==> src/rtl/lookahead_adder.sv <==
module lookahead_adder #(
  parameter int GROUP_W = 4,
  parameter int GROUPS  = 4
) (
  input  logic [GROUP_W*GROUPS-1:0] op_a,
  input  logic [GROUP_W*GROUPS-1:0] op_b,
  input  logic                      carry_in,
  output logic [GROUP_W*GROUPS-1:0] sum_o,
  output logic                      carry_out,
  output logic                      blk_gen,
  output logic                      blk_prop
);
  localparam int WIDTH = GROUP_W * GROUPS;
  localparam int LN    = (GROUP_W > GROUPS) ? GROUP_W : GROUPS;

  function automatic logic [LN:0] lookahead(input logic [LN-1:0] g,
                                            input logic [LN-1:0] p,
                                            input logic c0,
                                            input int n);
    logic [LN:0] c;
    logic        term;
    c    = '0;
    c[0] = c0;
    for (int i = 0; i < LN; i++) begin
      if (i < n) begin
        term = c0;
        for (int k = 0; k < LN; k++) if (k <= i) term = term & p[k];
        c[i+1] = term;
        for (int j = 0; j < LN; j++) begin
          if (j <= i) begin
            term = g[j];
            for (int k = 0; k < LN; k++) if (k > j && k <= i) term = term & p[k];
            c[i+1] = c[i+1] | term;
          end
        end
      end
    end
    return c;
  endfunction

  logic [GROUPS-1:0] grp_g, grp_p;
  logic [LN:0]       grp_c;
  logic [LN:0]       top_nc;
  logic [LN-1:0]     grp_g_x, grp_p_x;

  assign grp_g_x = LN'(grp_g);
  assign grp_p_x = LN'(grp_p);

  for (genvar gi = 0; gi < GROUPS; gi++) begin : g_grp
    logic [GROUP_W-1:0] bg, bp;
    logic [LN:0]        cc, gc;
    assign bg = op_a[gi*GROUP_W +: GROUP_W] & op_b[gi*GROUP_W +: GROUP_W];
    assign bp = op_a[gi*GROUP_W +: GROUP_W] ^ op_b[gi*GROUP_W +: GROUP_W];
    assign cc = lookahead(LN'(bg), LN'(bp), grp_c[gi], GROUP_W);
    assign gc = lookahead(LN'(bg), LN'(bp), 1'b0, GROUP_W);
    assign grp_g[gi] = gc[GROUP_W];
    assign grp_p[gi] = &bp;
    assign sum_o[gi*GROUP_W +: GROUP_W] = bp ^ cc[GROUP_W-1:0];
  end

  assign grp_c     = lookahead(grp_g_x, grp_p_x, carry_in, GROUPS);
  assign top_nc    = lookahead(grp_g_x, grp_p_x, 1'b0, GROUPS);
  assign carry_out = grp_c[GROUPS];
  assign blk_gen   = top_nc[GROUPS];
  assign blk_prop  = &grp_p;
endmodule


==> config.mk <==
export PLATFORM = sky130hd
export DESIGN_NAME = lookahead_adder
export DESIGN_NICKNAME = d
export VERILOG_FILES = /design/src/rtl/lookahead_adder.sv
export SDC_FILE = /design/constraint.sdc
export NUM_CORES = 1
export LEC_CHECK = 0
export BUFFER_PORTS_ARGS = -buffer_cell sky130_fd_sc_hd__buf_2
export CAP_MARGIN = 20
export CORE_AREA = 3 3 45 47
export DETAILED_ROUTE_END_ITERATION = 12
export DIE_AREA = 0 0 48 50
export PLACE_DENSITY_LB_ADDON = 0.1
export SLEW_MARGIN = 20
export SYNTH_ARGS = -nofsm -noshare
export SYNTH_HDL_FRONTEND = slang
export SYNTH_SLANG_ARGS = --single-unit
==> constraint.sdc <==
create_clock -name vclk -period 3.31
set_input_delay 0.4965 -clock vclk [all_inputs]
set_output_delay 0.4965 -clock vclk [all_outputs]
set_load 0.01 [all_outputs]
Yosys cells after proc, flatten, opt, wreduce, memory -nomap -nowiden
Cells that the tools add are included.
- ROM bits: 0
- memories: 0
- bits in latches: 0
- output and inout port bits: 19
- input port bits: 33
- register bits after elaboration: 0
- logic and storage cells: 112
- memory bits (writable): 0
- multiply operators: 0
- bitwise operators: 107
- reduce and logical (&&, ||, !) cells: 5
- muxes and demuxes: 0
- magnitude comparators: 0
- equality and inequality tests: 0
- shifts and indexed selects: 0
- add/sub/neg operators: 0
- div/mod/pow operators: 0
- operator list (kind ; count):
    $or A1 B1 Y1 ; 49
    $and A1 B1 Y1 ; 46
    $xor A4 B4 Y4 ; 8
    $and A4 B4 Y4 ; 4
    $reduce_and A16 Y1 ; 1
    $reduce_and A4 Y1 ; 4

Logic depth before layout (Yosys ltp)
- depth in word-level cells: 19
- depth in mapped cells: 10
- depth with buffers taken out: 10

Least setup slack after synthesis
No wires, ideal clock.
- kind: in2out
- start point: input op_a[1]
- end point: output sum_o[15]
- required time: 2.813 ns
- data arrival time: 2.293 ns
- stages: 10
- path buffers: 0
- setup slack: 0.521 ns
- cell sequence: ha_1 a21oi_1 o221ai_2 a21oi_2 o21bai_1 ha_1 o21a_1 o21a_1 nor2_1 xnor2_1
- cells in the longest elaborated chain, start to end: 19
- elaborated cells on any way between the ends: 26
- those cells by class: bitwise (25); reduce/logical (1)
- RTL lines (what ; RTL line ; RTL):
    start, declared ; 5 ; input logic [GROUP_W*GROUPS-1:0] op_a,
    $xor A4 B4 Y4 ; 53 ; assign bp = op_a[gi*GROUP_W +: GROUP_W] ^ op_b[gi*GROUP_W +: GROUP_W];
    $and A1 B1 Y1 (3 in a row) ; 32 ; for (int k = 0; k < LN; k++) if (k > j && k <= i) term = term & p[k];
    $or A1 B1 Y1 (3 in a row) ; 33 ; c[i+1] = c[i+1] | term;
    $and A1 B1 Y1 (2 in a row) ; 32 ;
    $or A1 B1 Y1 * (3 in a row) ; 33 ;
    $and A1 B1 Y1 * (3 in a row) ; -- ;
    $or A1 B1 Y1 * (3 in a row) ; 33 ;
    $xor A4 B4 Y4 * ; 58 ; assign sum_o[gi*GROUP_W +: GROUP_W] = bp ^ cc[GROUP_W-1:0];
    end, declared ; 8 ; output logic [GROUP_W*GROUPS-1:0] sum_o,
Every way passes the cells marked *; elsewhere a longest branch is shown, timed or not.

Worst setup path in the final report
Ends and elaborated chain as after synthesis.

==> metrics.csv <==
stage;metric;value;unit
run_status;status;finished clean;
power_and_ir_drop;sw frac;52.3;%
synthesis;Mapped Area;703;um2
finish;clock buffer count;0;
die;Chip Width;48;um
synthesis;Yosys Warn Count;0;
die;Initial Util;41.6;%
setup_path;crit-path max FO;4;
detailed_routing;WL final;1.62;mm
synthesis;post-synth top area cell;ha_1;
synthesis;Syn Inst Count;85;
timing;Setup Viol. Count Final;0;
timing;Final Hold Viols;0;
detailed_routing;DR pass1 iterations;3;
finish;register area;0;um2
global_route;vias in the first global route;714;
power_and_ir_drop;Int Power;98.2;uW
power_and_ir_drop;pwr/cell area;207;nW/um2
timing;Final min period;3070;ps
timing;final period utilization;92.8;%
global_route;largest net degree at the start of global routing;5;
power_and_ir_drop;worst vdd ir;0.102;mV
synthesis;Cell variety after synth;21;
synthesis;most frequent cells after synthesis;ha_1 (20), nor2_1 (9), o21a_1 (8), a21oi_1 (7);
finish;Core Util, Final;58.7;%
synthesis;top-count cell post-synth;ha_1;
power_and_ir_drop;Switch Pwr;108;uW
global_route;grt ovf;0;
synthesis;syn_area_per_cell;8.27;um2
synthesis;Area contributors post-synth;ha_1 (36%), fa_1 (11%), o21a_1 (8.5%);
timing;final setup margin;240;ps
synthesis;register area share after synthesis;0;%
die;core area;1690;um2
setup_path;crit path to;sum_o[15];
detailed_routing;drt drc;0;
detailed_routing;Routed Antenna Nets;0;
die;DIE AREA;2400;um2
setup_path;crit path from;op_a[1];
min_path;HP Class;in2out;
place;GPL Wtd Cong;0.729;
timing;slew margin rel.;82.2;%
power_and_ir_drop;Gate power share;100.0;%
timing;RSZ-0062 raised after global routing;no;
detailed_routing;First DRT Iteration DRCs;2;
setup_path;Critical Path Sink Type;output port;
power_and_ir_drop;Leakage;0.539;nW
setup_path;CP arrival;2570;ps
power_and_ir_drop;Clk pwr share;0;%
power_and_ir_drop;sequential power share;0;%
setup_path;Data required, critical path;2810;ps
timing;Worst-Margin Slew;267;ps
die;io pins;52;
detailed_routing;vias per cell;5.09;
global_route;antenna violations before repair;0;
job;max cap viols;0;
finish;seq_cells;0;
finish;proportion of layout cells with a drive suffix above 1;41.6;%
detailed_routing;DR WL/cell;10.5;um
setup_path;startpoint class of the critical path;input pin;
global_route;first-pass GRT wire length;2.64;mm
timing;fin. max-slew vios;0;
place;Final HPWL DP;1.50;mm
finish;ANT cells;0;
place;Placement Setup Slack;157;ps
timing;max frequency;326;MHz
die;Cell Rows;15;
place;PortBufs;52;
finish;area delta synth->final;41.1;%
global_route;GRT Total Usage;13.7;%
setup_path;Setup CP Type;in2out;
die;Die H;50;um
finish;Layout Nets;196;
synthesis;syn_nets;142;
detailed_routing;Vias;784;
timing;Setup TNS;0;ps
synthesis;top cell type's share of synthesized area;35.6;%
## cell type report
cell class	count	area, um2
multi-input cells	80	692
fillers	181	697
inverters	5	18.8
well taps	17	21.3
repair buffers	52	260
## routing by layer
layer  GRT usage, %  share of wire [%]  wire length, um  vias up
li1               -                  -                -      416
met1           17.4                 39              639      339
met2           25.6                 53              856       27
met3          0.730                6.7              109        2
met4              0               0.93               15        0
met5              0                  0                0        -
## layout by cell type (no fill, tap or decap), drive strengths merged, types with 4 or more instances in the layout
cell / n
buf: 52
ha: 20
nor2: 9
o21a: 8
a21oi: 8
inv: 5
xnor2: 5
o21ai: 5
nand2: 4
nor3: 4
fa: 4
## cells by family (layout without fill, tap and decap cells)
| kind of cell | count (synthesis) | in the layout | synth area share, % |
|---|---|---|---|
| compound gates | 26 | 26 | 25.8 |
| xor+xnor | 8 | 8 | 9.96 |
| fa+ha+maj | 24 | 24 | 47.0 |
| buf+inv | 5 | 57 | 2.67 |
| simple gates | 22 | 22 | 14.6 |
## power by group through the flow
stage / registers [mW] / clock network [mW] / logic [mW]
after floorplan: 0 / 0 / 0.132
after global placement: 0 / 0 / 0.204
after detailed placement: 0 / 0 / 0.207
after CTS: 0 / 0 / 0.208
after global routing: 0 / 0 / 0.236
final: 0 / 0 / 0.206
## worst min-delay path by stage
stage / startpoint / to / slack, ps / cells after the start
2_1_floorplan: op_b[12] / sum_o[12] / 1180 / 1
3_3_place_gp: op_b[8] / sum_o[8] / 1370 / 3
3_5_place_dp: op_b[4] / sum_o[4] / 1370 / 3
4_1_cts: op_b[4] / sum_o[4] / 1370 / 3
5_1_grt: op_b[12] / sum_o[12] / 1390 / 3
6_report: op_b[4] / sum_o[4] / 1360 / 3
## stage by stage
| stage | hold slack, ps | total power [mW] | cells | area [um2] |
|---|---|---|---|---|
| after global placement | 1370 | 0.204 | 154 | 985 |
| after detailed placement | 1370 | 0.207 | 154 | 985 |
| final | 1360 | 0.206 | 154 | 992 |
| after floorplan | 1180 | 0.132 | 85 | 703 |
| after CTS | 1370 | 0.208 | 154 | 985 |
| after global routing | 1390 | 0.236 | 154 | 992 |
## repair_timing
item | CTS | global route
endpoints found under the setup margin | 0 | 1
setup buffers | 0 | 0
resized for setup | 0 | 2
hold buffers | 0 | 0
## worst max-delay path, cell delays in order
cell	delay [ps]
buf_2	100
ha_1	350
a21oi_2	200
o221ai_2	160
a21oi_2	190
o21bai_1	120
ha_1	210
o21a_1	190
o21a_1	180
nor2_1	120
xnor2_1	130
buf_2	140
Power figures use the tool's default switching activity.
